`src/rtl/lsync_pkg.sv`:
```
package lsync_pkg;

  typedef enum logic [1:0] {
    ST_NOSYNC = 2'd0,
    ST_ACQ    = 2'd1,
    ST_RESYNC = 2'd2,
    ST_INSYNC = 2'd3
  } lsync_state_e;

  localparam logic [2:0] STAT_IDLE   = 3'b000;
  localparam logic [2:0] STAT_COMMA  = 3'b011;
  localparam logic [2:0] STAT_ALIGN  = 3'b111;
  localparam logic [2:0] STAT_LOCKED = 3'b010;
  localparam logic [2:0] STAT_UNLOCK = 3'b101;

endpackage

```
`src/rtl/lsync_hold_det.sv`:
```
module lsync_hold_det #(
  parameter int HOLD = 16
) (
  input  logic clk,
  input  logic rst_n,
  input  logic ref_ok_i,
  output logic force_o
);
  localparam int CW = (HOLD > 2) ? $clog2(HOLD) : 1;
  localparam logic [CW-1:0] LAST = CW'(HOLD - 1);

  logic [CW-1:0] low_q, low_d;
  logic          at_last;

  assign at_last = (low_q == LAST);

  always_comb begin
    if (ref_ok_i)     low_d = '0;
    else if (at_last) low_d = low_q;
    else              low_d = low_q + CW'(1);
  end

  always_ff @(posedge clk or negedge rst_n) begin
    if (!rst_n) low_q <= '0;
    else        low_q <= low_d;
  end

  assign force_o = !ref_ok_i && at_last;

  // the force can only begin after a low cycle on the reference input
  p_force_after_low_r10: assert property (@(posedge clk) disable iff (!rst_n)
    $rose(force_o) |-> $past(!ref_ok_i));

endmodule

```
`src/rtl/lsync_err_mon.sv`:
```
module lsync_err_mon #(
  parameter int CONSEC_LIM = 5,
  parameter int BLOCK_LEN  = 16
) (
  input  logic clk,
  input  logic rst_n,
  input  logic en_i,
  input  logic comma_i,
  input  logic err_i,
  output logic drop_o
);
  localparam int RW = $clog2(CONSEC_LIM);
  localparam int BW = $clog2(BLOCK_LEN + 1);
  localparam logic [RW-1:0] RUN_LAST = RW'(CONSEC_LIM - 1);
  localparam logic [BW-1:0] BLK_LAST = BW'(BLOCK_LEN - 1);
  localparam logic [BW-1:0] BLK_HALF = BW'(BLOCK_LEN / 2);

  logic [RW-1:0] run_q, run_d;
  logic [BW-1:0] words_q, words_d, errs_q, errs_d, errs_inc;
  logic          clr, blk_end, hit_run, hit_rate;

  always_comb begin
    clr      = !en_i || comma_i;
    errs_inc = errs_q + BW'(err_i);
    blk_end  = (words_q == BLK_LAST);
    hit_run  = err_i && (run_q == RUN_LAST);
    hit_rate = blk_end && (errs_inc > BLK_HALF);
    drop_o   = !clr && (hit_run || hit_rate);

    if (clr || blk_end) begin
      words_d = '0;
      errs_d  = '0;
    end else begin
      words_d = words_q + BW'(1);
      errs_d  = errs_inc;
    end

    if (clr || !err_i || hit_run) run_d = '0;
    else                          run_d = run_q + RW'(1);
  end

  always_ff @(posedge clk or negedge rst_n) begin
    if (!rst_n) begin
      run_q   <= '0;
      words_q <= '0;
      errs_q  <= '0;
    end else begin
      run_q   <= run_d;
      words_q <= words_d;
      errs_q  <= errs_d;
    end
  end

  // the word position never runs past the block length
  p_block_bound_r7: assert property (@(posedge clk) disable iff (!rst_n)
    words_q < BW'(BLOCK_LEN));

  // a comma leaves every counter at zero
  p_comma_clears_r8: assert property (@(posedge clk) disable iff (!rst_n)
    comma_i |=> (run_q == '0) && (words_q == '0) && (errs_q == '0));

  // the error run stays below the limit
  p_run_bound_r6: assert property (@(posedge clk) disable iff (!rst_n)
    run_q < RW'(CONSEC_LIM));

endmodule

```
`src/rtl/lsync_stat_enc.sv`:
```
module lsync_stat_enc
  import lsync_pkg::*;
(
  input  lsync_state_e state_i,
  input  logic         bond_mode_i,
  input  logic         pll_unlock_i,
  input  logic         no_skew_i,
  output logic [2:0]   status_o
);
  always_comb begin
    if (!bond_mode_i && pll_unlock_i) begin
      status_o = STAT_UNLOCK;
    end else begin
      unique case (state_i)
        ST_NOSYNC: status_o = STAT_IDLE;
        ST_ACQ:    status_o = STAT_COMMA;
        ST_RESYNC: status_o = no_skew_i ? STAT_COMMA : STAT_ALIGN;
        default:   status_o = STAT_LOCKED;
      endcase
    end
  end
endmodule

```
`src/rtl/lane_sync_ctrl.sv`:
```
module lane_sync_ctrl
  import lsync_pkg::*;
#(
  parameter int ACQ_COMMAS  = 4,
  parameter int CONSEC_LIM  = 5,
  parameter int BLOCK_LEN   = 16,
  parameter int HOLD_CYCLES = 16
) (
  input  logic       clk,
  input  logic       rst_n,
  input  logic       bond_mode_i,
  input  logic       ref_ok_i,
  input  logic       pll_unlock_i,
  input  logic       group_unlock_i,
  input  logic       comma_i,
  input  logic       dec_err_i,
  input  logic       no_skew_i,
  input  logic       all_ready_i,
  output logic [2:0] status_o,
  output logic       lol_o,
  output logic       ready_o
);
  localparam int AW = $clog2(ACQ_COMMAS);
  localparam logic [AW-1:0] ACQ_LAST = AW'(ACQ_COMMAS - 1);

  lsync_state_e  st_q, st_d;
  logic [AW-1:0] acq_q, acq_d;
  logic          force_idle, drop, clean_word, group_ok;

  lsync_hold_det #(.HOLD(HOLD_CYCLES)) u_hold (
    .clk      (clk),
    .rst_n    (rst_n),
    .ref_ok_i (ref_ok_i),
    .force_o  (force_idle)
  );

  lsync_err_mon #(.CONSEC_LIM(CONSEC_LIM), .BLOCK_LEN(BLOCK_LEN)) u_errmon (
    .clk     (clk),
    .rst_n   (rst_n),
    .en_i    (st_q == ST_INSYNC),
    .comma_i (comma_i),
    .err_i   (dec_err_i),
    .drop_o  (drop)
  );

  lsync_stat_enc u_enc (
    .state_i      (st_q),
    .bond_mode_i  (bond_mode_i),
    .pll_unlock_i (pll_unlock_i),
    .no_skew_i    (no_skew_i),
    .status_o     (status_o)
  );

  assign clean_word = !comma_i && !dec_err_i;
  assign group_ok   = all_ready_i || !bond_mode_i;

  always_comb begin
    st_d  = st_q;
    acq_d = acq_q;
    if (force_idle || pll_unlock_i) begin
      st_d  = ST_NOSYNC;
      acq_d = '0;
    end else begin
      unique case (st_q)
        ST_NOSYNC: if (comma_i) begin
          st_d  = ST_ACQ;
          acq_d = AW'(1);
        end
        ST_ACQ: begin
          if (!comma_i) begin
            acq_d = '0;
          end else if (acq_q == ACQ_LAST) begin
            st_d  = ST_RESYNC;
            acq_d = '0;
          end else begin
            acq_d = acq_q + AW'(1);
          end
        end
        ST_RESYNC: if (clean_word && group_ok) st_d = ST_INSYNC;
        default:   if (drop || (bond_mode_i && group_unlock_i)) st_d = ST_NOSYNC;
      endcase
    end
  end

  always_ff @(posedge clk or negedge rst_n) begin
    if (!rst_n) begin
      st_q  <= ST_NOSYNC;
      acq_q <= '0;
    end else begin
      st_q  <= st_d;
      acq_q <= acq_d;
    end
  end

  assign ready_o = (st_q == ST_RESYNC);
  assign lol_o   = pll_unlock_i;

  // a comma seen while idle starts acquisition
  p_comma_enter_r2: assert property (@(posedge clk) disable iff (!rst_n)
    (st_q == ST_NOSYNC && comma_i && !pll_unlock_i && !force_idle) |=> st_q == ST_ACQ);

  // locked is only ever entered from aligning
  p_lock_from_align_r5: assert property (@(posedge clk) disable iff (!rst_n)
    (st_q == ST_INSYNC && $past(st_q) != ST_INSYNC) |-> $past(st_q) == ST_RESYNC);

  // own loss of lock always lands in idle
  p_unlock_idle_r9: assert property (@(posedge clk) disable iff (!rst_n)
    pll_unlock_i |=> st_q == ST_NOSYNC);

  // the aligning code is only shown while the lane is ready
  p_align_code_r4: assert property (@(posedge clk) disable iff (!rst_n)
    (status_o == STAT_ALIGN) |-> ready_o);

endmodule

```
`config.mk`:
```
export PLATFORM = sky130hd
export DESIGN_NAME = lane_sync_ctrl
export DESIGN_NICKNAME = d
export VERILOG_FILES = /design/src/rtl/lsync_pkg.sv /design/src/rtl/lsync_hold_det.sv /design/src/rtl/lsync_err_mon.sv /design/src/rtl/lsync_stat_enc.sv /design/src/rtl/lane_sync_ctrl.sv
export SDC_FILE = /design/constraint.sdc
export NUM_CORES = 1
export LEC_CHECK = 0
export BUFFER_PORTS_ARGS = -buffer_cell sky130_fd_sc_hd__buf_2
export CAP_MARGIN = 5
export CORE_UTILIZATION = 30
export CTS_BUF_LIST = sky130_fd_sc_hd__clkbuf_8
export CTS_CLUSTER_SIZE = 14
export DETAILED_ROUTE_END_ITERATION = 12
export GPL_ROUTABILITY_DRIVEN = 0
export SYNTH_ARGS = -nofsm -noshare
export SYNTH_HDL_FRONTEND = slang
export SYNTH_SLANG_ARGS = --single-unit
```
`constraint.sdc`:
```
create_clock -name clk -period 1.7 [get_ports clk]
set_input_delay 0.255 -clock clk [delete_from_list [all_inputs] [get_ports clk]]
set_output_delay 0.255 -clock clk [all_outputs]
set_load 0.03 [all_outputs]
```
==> impl.org, run 1 <==
** Status
- Outcome :: finished with violations
- The final reports fail on negative setup slack.

** Yosys
- Commonest register cell after synthesis :: sky130_fd_sc_hd__dfrtp_1
- Post-synthesis sequential area ratio :: about two fifths
- In this run the cell area of the synthesized design comes to ~1300 sq um.
- #FFs+latches synth :: 21
- Synthesis produced a netlist whose cell count is approximately 130.
- Synthesis Warnings :: 0
- Asr flop ratio synth :: 100%
- Yosys mapped the design onto 37 distinct sky130hd cell types.
- The synthesized design contains 0 enable-type register cells.
- The number of nets in the synthesized netlist is 150.
- Syn Area/Cell :: 10.1 sq um

** GRT
- Global routing used 13.6% of the available tracks across all layers.
- The number of antenna violations at the first check in global routing was 0.
- Number of global-route vias before repair :: about 1000
- After global routing the overflow that remains totals 0.
- Entering global routing, the biggest net connects 22 pins.
- The first global-routing pass estimated around 4600 microns of wire.

** Timing
- The hold violation total from the final report came to 0.
- The max-slew violation count is 0.
- The worst pin sits at a relative slew slack of between 60 and 70%.
- Pin slew with the least headroom to its limit :: around 0.47 ns
- Setup violations remaining at the end of the flow were counted as 2.
- Final clock period utilization by the worst path :: 102%
- Highest achievable clock rate :: between 500 and 600 MHz
- Setup TNS :: -0.0351 ns
- Crit path setup slack, layout :: -0.0306 ns
- Final critical delay including setup and external delays :: between 1.5 and 2 ns
- Smallest hold slack :: between 0.2 and 0.25 ns
- Unrepaired setup endpoints after global routing :: yes
- Final setup skew :: approximately 0.01 ns

** Detailed routing
- Post-DRT Antenna Nets :: 0
- Via count :: around 1000
- The pre-antenna-repair detailed-routing pass consisted of 4 iterations.
- After detailed routing, the average wire length per cell comes to about 13 microns.
- Via density per instance :: between 4 and 5
- Wire length after detailed routing :: 2760 microns
- Number of DRC violations after detailed-routing iteration 0 :: 15
- Drc violations :: 0

** Placed design
- IO Port Bufs :: 14
- Before CTS, the worst setup slack after placement is -0.0650 ns.
- Detail Placement HPWL :: approximately 2100 microns

** Power and ir drop
- Leak :: slightly below 0.8 nW
- Power spread over the standard cell area amounts to 1250 nW/um^2.
- Peak ir drop on the vdd network :: 0.888 mV

** CTS
- Number of levels in the clock H-tree :: 1
- Clock sink count :: 21
- CTS Buffer Depth :: 2
- Number of buffers added by the clock tree synthesis step :: 3
- Clock input transition at the sequential cells of the worst setup and hold paths :: 0.08 ns
- TritonCTS built the clock tree.
- Root buf cell :: sky130_fd_sc_hd__clkbuf_8
- The clock reaches the later pin of the worst-skew pair after between 0.2 and 0.3 ns.

** Die
- Horiz. Die Dim :: 67.4 microns
- Die outline height :: 67.4 microns
- Initial Utilization :: 31.6%
- Full die area :: approximately 4500 sq um
- The total area inside the core boundary comes to about 4100 sq um.
- I/O pin count :: 15
- The initialized floorplan defines 23 standard-cell rows.

** Critical path
- Worst Path Buf+Inv :: 4
- Crit-path cells :: inv_2 -> buf_6 -> ha_4 -> buf_6 -> buf_4 -> a221oi_2 -> a2bb2oi_1 -> o211ai_1
- Worst path slowest cell :: sky130_fd_sc_hd__dfrtp_1
- The critical path is of the register to register type.
- Counting stages on the worst path, the most repeated cell is sky130_fd_sc_hd__buf_6.
- Cells on worst reg2reg path :: 8
- The worst setup path is launched from a register.
- Maximum fanout along the worst path :: 4
- Capture point of the worst reg-to-reg path :: st_q[1]
- STA classifies the critical path endpoint as a register.
- Worst EP arrival :: between 1.5 and 2 ns
- Kind of cell with the highest combined delay on the critical path :: compound AO/OA/AOI/OAI gates
- Reg2Reg Setup Slack :: -0.03 ns
- Critical path's largest stage delay :: about 0.4 ns
- Data required time at the worst endpoint :: between 1.5 and 2 ns
- The worst register-to-register path begins at st_q[0].

** Cells and area
- Count of nets after finishing :: around 190
- The number of antenna diodes in the final layout is 0.
- Relative to the synthesized area, the layout overhead comes to 34.8%.
- In the final layout, the share of cells above drive strength 1 is roughly two fifths.
- Fill cells in the final layout number just under 400.

** Min path
- Classification of the worst-slack hold path :: input port to register
- Launch instance of the worst min-delay path :: ref_ok_i
- Worst hold path stage count :: 2
- For hold timing, the worst endpoint is u_hold.low_q[0].

** Job
- Max-cap violations :: 0
## synthesized netlist by cell type (2+ instances only)
| library cell | number | area, sq um |
|---|---|---|
| sky130_fd_sc_hd__inv_1 | 9 | 33.8 |
| sky130_fd_sc_hd__mux2i_1 | 2 | 20.0 |
| sky130_fd_sc_hd__a21oi_1 | 3 | 15.0 |
| sky130_fd_sc_hd__dfrtp_1 | 21 | 526 |
| sky130_fd_sc_hd__a221oi_1 | 2 | 17.5 |
| sky130_fd_sc_hd__nor3b_1 | 2 | 15.0 |
| sky130_fd_sc_hd__nor2_4 | 2 | 22.5 |
| sky130_fd_sc_hd__and3_1 | 5 | 31.3 |
| sky130_fd_sc_hd__nand2_1 | 10 | 37.5 |
| sky130_fd_sc_hd__xnor2_1 | 3 | 26.3 |
| sky130_fd_sc_hd__xor2_1 | 4 | 35.0 |
| sky130_fd_sc_hd__o21ai_1 | 3 | 15.0 |
| sky130_fd_sc_hd__nor2_1 | 16 | 60.1 |
| sky130_fd_sc_hd__ha_1 | 13 | 163 |
| sky130_fd_sc_hd__nor3_1 | 2 | 10.0 |
| sky130_fd_sc_hd__nand3_1 | 8 | 40.0 |
| sky130_fd_sc_hd__a211oi_1 | 2 | 15.0 |
## what timing repair did
action | in CTS | in global routing
buffers inserted | 4 | 3
resized for setup | 16 | 8
hold endpoints to repair | 21 | 0
setup endpoints to repair | 5 | 7
pin swaps | 8 | 4
hold buffers | 1 | 0
## placed cells by master, fill, tap and decap left out, types with 2 or more instances in the layout
master,count
sky130_fd_sc_hd__xnor2_1,3
sky130_fd_sc_hd__and3_1,5
sky130_fd_sc_hd__a2111oi_4,2
sky130_fd_sc_hd__xor2_1,4
sky130_fd_sc_hd__inv_1,4
sky130_fd_sc_hd__ha_1,9
sky130_fd_sc_hd__o21ai_1,2
sky130_fd_sc_hd__clkbuf_8,3
sky130_fd_sc_hd__buf_4,20
sky130_fd_sc_hd__ha_4,3
sky130_fd_sc_hd__nand3_1,8
sky130_fd_sc_hd__buf_6,5
sky130_fd_sc_hd__a21oi_1,2
sky130_fd_sc_hd__nand2_1,9
sky130_fd_sc_hd__inv_2,5
sky130_fd_sc_hd__nor3_1,2
sky130_fd_sc_hd__nor2_4,2
sky130_fd_sc_hd__nor2_1,16
sky130_fd_sc_hd__dfrtp_1,21
sky130_fd_sc_hd__nor3b_1,2
sky130_fd_sc_hd__buf_2,12
sky130_fd_sc_hd__mux2i_1,2
## cell type report
| class | instances | area (sq um) | area share (%) |
|---|---|---|---|
| Multi-Input combinational cell | 94 | 777 | 44.9 |
| Inverter | 10 | 40.0 | 2.31 |
| Sequential cell | 21 | 526 | 30.4 |
| Clock buffer | 3 | 41.3 | 2.39 |
| Clock inverter | 1 | 7.51 | 0.434 |
| Timing Repair Buffer | 38 | 277 | 16.0 |
| Tap cell | 50 | 62.6 | 3.62 |
## per-layer routing
| layer | up-vias | share of wire [%] | global-route usage (%) |
|---|---|---|---|
| met2 | 23 | 53 | 22.6 |
| li1 | 522 | - | - |
| met1 | 498 | 42 | 16.8 |
| met5 | - | 0 | 0 |
| met4 | 0 | 1.4 | 6.38 |
| met3 | 5 | 3.4 | 2.53 |
## power breakdown
group	total [mW]	internal [mW]	switching, mW	leakage, nW
logic	1.24	0.622	0.623	0.480
registers	0.586	0.543	0.0430	0.288
clock network	0.327	0.165	0.162	0.0217
## sequential cells by signal, indices dropped and copies added (netlist names)
signal	count
st_q	2
u_errmon.errs_q	5
u_hold.low_q	4
acq_q	2
u_errmon.words_q	5
u_errmon.run_q	3
## worst max path at each step
| stage | startpoint | endpoint | slack (ns) | cells after the start |
|---|---|---|---|---|
| after global placement | st_q[0] | st_q[1] | -0.02 | 7 |
| after floorplan | st_q[0] | st_q[1] | 0.05 | 6 |
| after CTS | st_q[0] | st_q[1] | -0.007 | 7 |
| after global routing | st_q[0] | status_o[2] | -0.08 | 7 |
| after detailed placement | st_q[0] | st_q[1] | -0.07 | 7 |
| final | st_q[0] | st_q[1] | -0.03 | 8 |
## through the flow
step	instance area [sq um]	util (%)	power (mW)	instances
after global placement	1520	37.6	1.51	205
after floorplan	1290	-	1.17	127
after global routing	1730	42.6	2.28	217
after CTS	1680	41.3	2.06	214
final	1730	42.6	2.16	217
after detailed placement	1520	37.6	1.54	205
## cell families (layout without fill, tap and decap cells)
logic type	count (synthesis)	after routing	share of synthesized area, %
AND/OR/NAND/NOR	49	49	19.1
AO/OA/AOI/OAI	23	23	16.6
flip-flops	21	21	40.9
adder cells (fa/ha/maj)	13	13	12.7
buffers and inverters	12	52	4.39
XOR/XNOR	7	7	4.78
multiplexers	2	2	1.56
(Power assumes the default switching activity.)
==> run 2: changes to the inputs <==
--- a/config.mk
+++ b/config.mk
@@ -5,8 +5,10 @@
 export SDC_FILE = /design/constraint.sdc
 export NUM_CORES = 1
 export LEC_CHECK = 0
+export ABC_AREA = 1
 export BUFFER_PORTS_ARGS = -buffer_cell sky130_fd_sc_hd__buf_2
 export CAP_MARGIN = 5
+export CORE_ASPECT_RATIO = 1.25
 export CORE_UTILIZATION = 30
 export CTS_BUF_LIST = sky130_fd_sc_hd__clkbuf_8
 export CTS_CLUSTER_SIZE = 14
==> run 2 against run 1 <==
Compared with the run above:
- the run now ends clean
- cell area down 16%
- flip-flop and latch count unchanged
- register-to-register slack better by 0.18 ns
- sequential share of layout area up 5.6 points
- cell count up 0.46%
- non-clock buffer count down 22
- count of clock-buffer cells in the layout unchanged
- clock power about the same
- wire length down 27%
- critical path depth down 3
- largest cell class unchanged
- largest power group is now sequential cells
==> impl.org, run 2 <==
** CTS
- Clock latency of the later-clocked register in the worst-skew pair :: 0.26 ns (about the same)
- Clock input transition at the sequential cells of the worst setup and hold paths :: 0.08 ns (about the same)
- The maximum number of buffers from clock root to sink is 2 (unchanged).
- Number of levels in the clock H-tree :: 1 (unchanged)
- Number of setup buffers added after CTS :: 0 (was 4)
- TritonCTS clock tree :: yes (unchanged)
- Root buf cell :: sky130_fd_sc_hd__clkbuf_8 (unchanged)
- Number of buffers added by the clock tree synthesis step :: 3 (unchanged)
- The total number of clock tree sinks came to 21 (unchanged).

** Power and ir drop
- Peak ir drop on the vdd network :: 0.286 mV (was 0.888 mV)
- Power density of the placed cells :: 949 nW/um^2 (was 1250 nW/um^2)
- The static leakage power was 0.685 nW (was 0.790 nW).

** Cells and area
- Largest registers ranked by flip-flop count: u_errmon.errs_q: 5 flops, u_errmon.words_q: 5 flops, u_hold.low_q: 4 flops (unchanged).
- Most used cells in the layout excluding fill and tap cells: 22 x sky130_fd_sc_hd__inv_1, 21 x sky130_fd_sc_hd__nand2_1, 21 x sky130_fd_sc_hd__dfrtp_1 (was 21 x sky130_fd_sc_hd__dfrtp_1, 20 x sky130_fd_sc_hd__buf_4, 16 x sky130_fd_sc_hd__nor2_1).
- The number of nets in the layout is 188 (was 191).
- Share of final-layout standard cells stronger than drive strength 1 :: 23.8% (was 38.3%)
- The commonest non-fill, non-tap cell in the layout is sky130_fd_sc_hd__inv_1 (was sky130_fd_sc_hd__dfrtp_1).
- The post-synthesis to final-layout area growth is 20.9% (was 34.8%).
- ANT cells :: 0 (unchanged)

** Timing
- Pin slew with the least headroom to its limit :: 0.473 ns (was 0.467 ns)
- Final critical delay including setup and external delays :: 1.60 ns (was 1.73 ns)
- Highest achievable clock rate :: 624 MHz (was 578 MHz)
- Number of endpoints failing setup at the final stage :: 0 (was 2)
- The hold violation total from the final report was 0 (unchanged).
- The fraction of the cycle the final worst path needs came to 94.3% (was 102%).
- Slew Limit Headroom :: 68.5% (was 68.9%)
- Final setup skew :: 0.00826 ns (was 0.0100 ns)
- Unrepaired setup endpoints after global routing: no (was yes).
- Smallest hold slack :: 0.183 ns (was 0.241 ns)
- Number of max-slew violations in the final report :: 0 (unchanged)
- The final setup TNS was 0 ns (was -0.0351 ns).

** Yosys
- The dominant cell by count in the synthesized netlist was sky130_fd_sc_hd__inv_1 (was sky130_fd_sc_hd__dfrtp_1).
- The number of distinct library cells after synthesis came to 24 (was 37).
- The proportion of netlist area held by the largest area contributor was 43.5% (was 40.9%).
- Most area-hungry cell type in the Yosys netlist :: sky130_fd_sc_hd__dfrtp_1 (unchanged)
- The average size of a mapped cell was 8.33 sq um (was 10.1 sq um).
- Cells taking the most area after synthesis: sky130_fd_sc_hd__dfrtp_1 44%, sky130_fd_sc_hd__ha_1 13%, sky130_fd_sc_hd__inv_1 7.2% (was sky130_fd_sc_hd__dfrtp_1 41%, sky130_fd_sc_hd__ha_1 13%, sky130_fd_sc_hd__nor2_1 4.7%).
- The portion of the post-synthesis area used by sequential elements came to 43.5% (was 40.9%).
- Cell types with the highest counts after synthesis: 23 x sky130_fd_sc_hd__inv_1, 22 x sky130_fd_sc_hd__nand2_1, 21 x sky130_fd_sc_hd__dfrtp_1 (was 21 x sky130_fd_sc_hd__dfrtp_1, 16 x sky130_fd_sc_hd__nor2_1, 13 x sky130_fd_sc_hd__ha_1).
- Synthesis Warnings :: 0 (unchanged)
- The number of flip-flops and latches in the synthesized netlist is 21 (unchanged).
- Number of enable-type register cells in the synthesized netlist :: 0 (unchanged)
- Commonest register cell after synthesis :: sky130_fd_sc_hd__dfrtp_1 (unchanged)
- The share of synthesized flip-flops with an asynchronous set or reset was 100% (unchanged).
- The synthesized area is 1210 sq um (was 1280 sq um).
- Cell count after synthesis :: 145 (was 127)
- Post-synthesis net count :: 168 (was 150)

** Detailed routing
- The number of DRC violations after detailed-routing iteration 0 came to 27 (was 15).
- Via count :: 929 (was 1048)
- Via density per instance :: 4.26 (was 4.83)
- The post-detailed-route count of antenna-violating nets came to 0 (unchanged).
- The detailed-routing iteration count for the pre-antenna-repair pass was 2 (was 4).
- The total wire length after detailed routing was 2020 microns (was 2760 microns).
- The average wire length per cell after detail routing is 9.28 microns (was 12.7 microns).
- The residual DRC count is 0 (unchanged).

** GRT
- The met1 routing resource usage after global routing is 12.6% (was 16.8%).
- Overall Global Routing Usage :: 10.7% (was 13.6%)
- Routing usage on met3 :: 2.13% (was 2.53%)
- Highest-utilization routing layer at the global route stage :: met2 (unchanged)
- The wire length of the first global-routing pass is 3560 microns (was 4580 microns).
- The total global routing overflow is 0 (unchanged).
- The pin count of the biggest net entering global routing came to 22 (unchanged).
- Number of global-route vias before repair :: 889 (was 1037)
- The number of antenna violations at the first check in global routing came to 0 (unchanged).
- The met2 routing resource usage after global routing was 19.1% (was 22.6%).

** Critical path
- The maximum fanout encountered on the critical timing path was 4 (unchanged).
- Kind of end point of the critical path :: output pin (was register)
- The kind of critical path is register to output pin (was register to register).
- The startpoint kind of the worst setup timing path is a register (unchanged).
- Data required time at the worst endpoint :: 1.44 ns (was 1.83 ns)
- Reg2Reg Setup Slack :: 0.15 ns (was -0.03 ns)
- The critical path data arrival time is 1.35 ns (was 1.87 ns).

** Die
- The horizontal die dimension was 58.7 microns (was 67.4 microns).
- I/O pin count :: 15 (unchanged)
- Count of standard-cell rows :: 25 (was 23)
- Initial Utilization :: 31.6% (about the same)
- The die span in y is 72.9 microns (was 67.4 microns).
- Full die area :: 4280 sq um (was 4540 sq um)
- The core outline area was 3820 sq um (was 4060 sq um).

** Placed design
- IO Port Bufs :: 14 (unchanged)
- Detail Placement HPWL :: 1550 microns (was 2100 microns)

** Status
- Outcome :: finished clean (was finished with violations)

** Job
- Max-cap violations :: 0 (unchanged)

** Min path
- The worst min-delay path class was input port to register (unchanged).
run 2: path summary, 6_finish.rpt:
path,start,to,cells past startpoint
setup / recovery,st_q[0],status_o[2],5
hold / removal,ref_ok_i,u_hold.low_q[0],2
setup reg to reg,u_errmon.errs_q[0],st_q[1],11
hold reg to reg,u_errmon.run_q[0],u_errmon.run_q[0],1
max in group asynchronous,rst_n,u_hold.low_q[2],2
min in group asynchronous,rst_n,u_errmon.errs_q[3],2
run 2: layout make-up:
type | count | area [sq um]
Clock inverter | 1 | 5.00
Sequential cell | 21 | 526
Inverter | 27 | 101
Clock buffer | 3 | 41.3
Fill cell | 403 | 2360
Multi-Input combinational cell | 96 | 629
Timing Repair Buffer | 16 | 90.1
Tap cell | 54 | 67.6
run 2: worst max-delay path, cell delays in order (launching register included):
cell and delay, ns:
sky130_fd_sc_hd__dfrtp_1 0.43, sky130_fd_sc_hd__inv_2 0.09, sky130_fd_sc_hd__ha_2 0.19, sky130_fd_sc_hd__inv_1 0.07
sky130_fd_sc_hd__o22ai_2 0.10, sky130_fd_sc_hd__clkbuf_4 0.20
run 2: cells by family (layout without fill, tap and decap cells):
group	after synthesis	count (layout)	share of synthesized area, %
xor gates and xnor gates	4	4	2.90
buffers and inverters	28	47	9.02
adders and majority gates	13	13	13.5
AOI/OAI and AO/OA	15	15	7.05
and+or+nand+nor	64	64	24.0
DFF	21	21	43.5
run 2: power breakdown:
group	total, mW	internal, mW	leakage (nW)	switching [mW]
clock	0.325	0.163	0.0255	0.162
combinational	0.473	0.169	0.373	0.303
sequential	0.587	0.544	0.286	0.0428
total	1.38	0.877	0.685	0.508
run 2: timing repair:
item / CTS / global route
hold buffers: 1 / 0
gates resized for setup: 0 / 11
endpoints found under the hold margin: 21 / 0
endpoints found under the setup margin: 0 / 3
run 2: layer usage:
layer | wire [microns] | vias up
met3 | 45 | 2
met1 | 956 | 423
met4 | 22 | 0
met2 | 998 | 13
li1 | - | 491
met5 | 0 | -
run 2: stage by stage:
step / instance area, sq um / total power [mW] / setup WS (ns) / utilization, % / std cells
2_1_floorplan: 1210 / 0.937 / 0.151 / - / 145
4_1_cts: 1410 / 1.39 / 0.0373 / 36.9 / 218
5_1_grt: 1460 / 1.50 / 0.00440 / 38.3 / 218
3_3_place_gp: 1350 / 1.05 / 0.0532 / 35.4 / 213
6_report: 1460 / 1.38 / 0.0968 / 38.3 / 218
3_5_place_dp: 1350 / 1.05 / 0.0428 / 35.4 / 213
==> run 3: changes to the inputs <==
--- a/config.mk
+++ b/config.mk
@@ -8,7 +8,6 @@
 export ABC_AREA = 1
 export BUFFER_PORTS_ARGS = -buffer_cell sky130_fd_sc_hd__buf_2
 export CAP_MARGIN = 5
-export CORE_ASPECT_RATIO = 1.25
 export CORE_UTILIZATION = 30
 export CTS_BUF_LIST = sky130_fd_sc_hd__clkbuf_8
 export CTS_CLUSTER_SIZE = 14
==> run 3 against run 2 <==
Compared with the run above:
- core utilization down 0.34 points
- clock power down 3%
- combinational power up 3%
- critical path depth unchanged
- fmax down 0.37%
- wire length down 4.0%
- sequential power down 0.7%
- via count down 0.11%
- highest routed layer unchanged
- first-iteration DRC count up 30%
- hold slack better by 0.015 ns
- flip-flop and latch count unchanged
==> impl.org, run 3 (same netlist as run 2, synthesis figures left out) <==
** Die
- The I/O pin count was 15 (unchanged).
- The horizontal die dimension was 65.4 microns (was 58.7 microns).
- Die outline height :: 65.4 microns (was 72.9 microns)
- Count of standard-cell rows :: 22 (was 25)
- The initial standard-cell utilization of the core is 32.0% (was 31.6%).
- The total die area is 4280 sq um (about the same).
- Core area :: 3770 sq um (was 3820 sq um)

** Timing
- Crit path setup slack, layout :: 0.0909 ns (was 0.0968 ns)
- Highest achievable clock rate :: 621 MHz (was 624 MHz)
- Unrepaired setup endpoints after global routing: no (unchanged).
- Smallest hold slack :: 0.198 ns (was 0.183 ns)
- The max-slew violation count is 0 (unchanged).
- Pin slew with the least headroom to its limit :: 0.448 ns (was 0.473 ns)
- The hold violation total from the final report is 0 (unchanged).
- Slew Limit Headroom :: 70.1% (was 68.5%)
- Final clock period utilization by the worst path :: 94.7% (was 94.3%)
- The post-layout minimum cycle time is 1.61 ns (was 1.60 ns).
- Final setup skew :: 0.000921 ns (was 0.00826 ns)
- Setup TNS :: 0 ns (unchanged)
- Number of endpoints failing setup at the final stage :: 0 (unchanged)

** Cells and area
- The antenna diode count came to 0 (unchanged).
- Most used cells in the layout excluding fill and tap cells: 22 x sky130_fd_sc_hd__inv_1, 22 x sky130_fd_sc_hd__nand2_1, 21 x sky130_fd_sc_hd__dfrtp_1 (was 22 x sky130_fd_sc_hd__inv_1, 21 x sky130_fd_sc_hd__nand2_1, 21 x sky130_fd_sc_hd__dfrtp_1).
- Largest registers ranked by flip-flop count :: u_errmon.errs_q: 5 flops, u_errmon.words_q: 5 flops, u_hold.low_q: 4 flops (unchanged)
- Area growth from synthesis to layout :: 18.4% (was 20.9%)
- The number of nets in the layout came to 189 (was 188).
- Share of final-layout standard cells stronger than drive strength 1 :: 21.2% (was 23.8%)
- Number of fillers in the final layout :: 388 (was 403)
- The total non-filler cell area in the finished layout is 1430 sq um (was 1460 sq um).

** GRT
- First-pass GRT wire length :: 3330 microns (was 3560 microns)
- The total global routing overflow was 0 (unchanged).
- The total routing resource utilization after global routing is 10.1% (was 10.7%).
- Largest net degree at the start of global routing :: 22 (unchanged)
- The number of antenna violations at the first check in global routing was 0 (unchanged).
- The via count of the first global-routing pass is 859 (was 889).

** Detailed routing
- WL/cell :: 9.12 microns (was 9.28 microns)
- Number of DRC violations after detailed-routing iteration 0 :: 35 (was 27)
- First-pass DRT Iterations :: 2 (unchanged)
- The residual DRC count was 0 (unchanged).
- The detailed-route via count came to 928 (was 929).
- Via density per instance :: 4.36 (was 4.26)
- The post-detailed-route count of antenna-violating nets came to 0 (unchanged).
- Wire length after detailed routing :: 1940 microns (was 2020 microns)

** CTS
- Clock input transition at the sequential cells of the worst setup and hold paths :: 0.07 ns (was 0.08 ns)
- Root buf cell :: sky130_fd_sc_hd__clkbuf_8 (unchanged)
- Clock latency of the later-clocked register in the worst-skew pair :: 0.26 ns (about the same)
- TritonCTS clock tree :: yes (unchanged)
- CTS Buffer Depth :: 2 (unchanged)
- Number of buffers added by the clock tree synthesis step :: 3 (unchanged)
- The number of H-tree branching levels came to 1 (unchanged).
- Clock sink count :: 21 (unchanged)

** Power and ir drop
- Fraction of power spent switching nets :: 35.9% (was 36.7%)
- Net Sw Power :: 0.497 mW (was 0.508 mW)
- The proportion of power drawn by the clock network came to 22.8% (was 23.5%).
- Leak :: 0.686 nW (was 0.685 nW)
- Part of the power in registers :: 42.1% (was 42.4%)
- The largest vdd supply drop was 0.540 mV (was 0.286 mV).
- The total power was 1.39 mW (was 1.38 mW).
- Share of power burned in combinational logic :: 35.1% (was 34.1%)
- The power per cell area was 969 nW/um^2 (was 949 nW/um^2).
- The cell-internal power came to 0.888 mW (was 0.877 mW).

** Critical path
- Maximum fanout along the worst path :: 4 (unchanged)
- The required time at the endpoint of the critical path is 1.44 ns (about the same).
- The startpoint kind of the worst setup timing path is a register (unchanged).
- The kind of capture point of the worst setup path was an output pin (unchanged).
- Reg2Reg Setup Slack :: 0.17 ns (was 0.15 ns)
- The critical path data arrival time was 1.35 ns (about the same).
- Worst Setup Path Type :: register to output pin (unchanged)

** Placed design
- Post-placement setup slack :: 0.0729 ns (was 0.0428 ns)
- IO Port Bufs :: 14 (unchanged)
- The half-perimeter wire length after detailed placement was 1540 microns (was 1550 microns).
- The cell area after placement is 1340 sq um (was 1350 sq um).

** Status
- Outcome: finished clean (unchanged).

** Job
- The max-cap check violation count is 0 (unchanged).

** Min path
- Classification of the worst-slack hold path :: input port to register (unchanged)
[run 3: power by group through the flow]
stage / registers, mW / logic [mW] / clock network, mW
floorplan: 0.584 / 0.353 / 0
global placement: 0.592 / 0.462 / 0
CTS: 0.582 / 0.468 / 0.335
detailed placement: 0.593 / 0.463 / 0
finish: 0.583 / 0.487 / 0.316
global route: 0.590 / 0.554 / 0.360
[run 3: final cells by class]
type	instances	area (sq um)	share of cell area, %
clock buffers	3	41.3	2.89
repair buffers	17	100	7.00
flip-flops and latches	21	526	36.7
inverters	27	101	7.09
well taps	48	60.1	4.20
multi-input cells	96	597	41.7
clock inverters	1	5.00	0.350
[run 3: critical path: stages, from the launching register on]
cell	delay, ns
sky130_fd_sc_hd__dfrtp_1	0.43
sky130_fd_sc_hd__inv_2	0.09
sky130_fd_sc_hd__ha_2	0.20
sky130_fd_sc_hd__inv_1	0.07
sky130_fd_sc_hd__o22ai_2	0.11
sky130_fd_sc_hd__clkbuf_4	0.20
[run 3: per-stage QoR]
| stage | cells | utilization [%] |
|---|---|---|
| floorplan | 145 | - |
| CTS | 212 | 37.1 |
| detailed placement | 207 | 35.6 |
| global placement | 207 | 35.6 |
| finish | 213 | 37.9 |
| global route | 213 | 37.9 |
[run 3: repair_timing]
item,4_1_cts,5_1_grt
resized for setup,0,6
endpoints found under the setup margin,0,4
endpoints found under the hold margin,21,0
setup buffers,0,1
hold buffers,1,0
[run 3: metal layers]
metal / GRT usage (%) / wire length (microns) / share of wire (%)
met5: 0 / 0 / 0
met1: 12.8 / 1000 / 52
met3: 2.08 / 66 / 3.4
met2: 16.2 / 832 / 43
met4: 4.89 / 40 / 2.1
[run 3: path summary, 6_finish.rpt]
kind,startpoint,endpoint,cells after the start
max,st_q[0],status_o[2],5
min,ref_ok_i,u_hold.low_q[0],2
max reg2reg,u_errmon.errs_q[0],st_q[0],11
min reg2reg,u_errmon.words_q[0],u_errmon.words_q[0],1
max in group asynchronous,rst_n,acq_q[0],2
min in group asynchronous,rst_n,u_errmon.errs_q[2],2
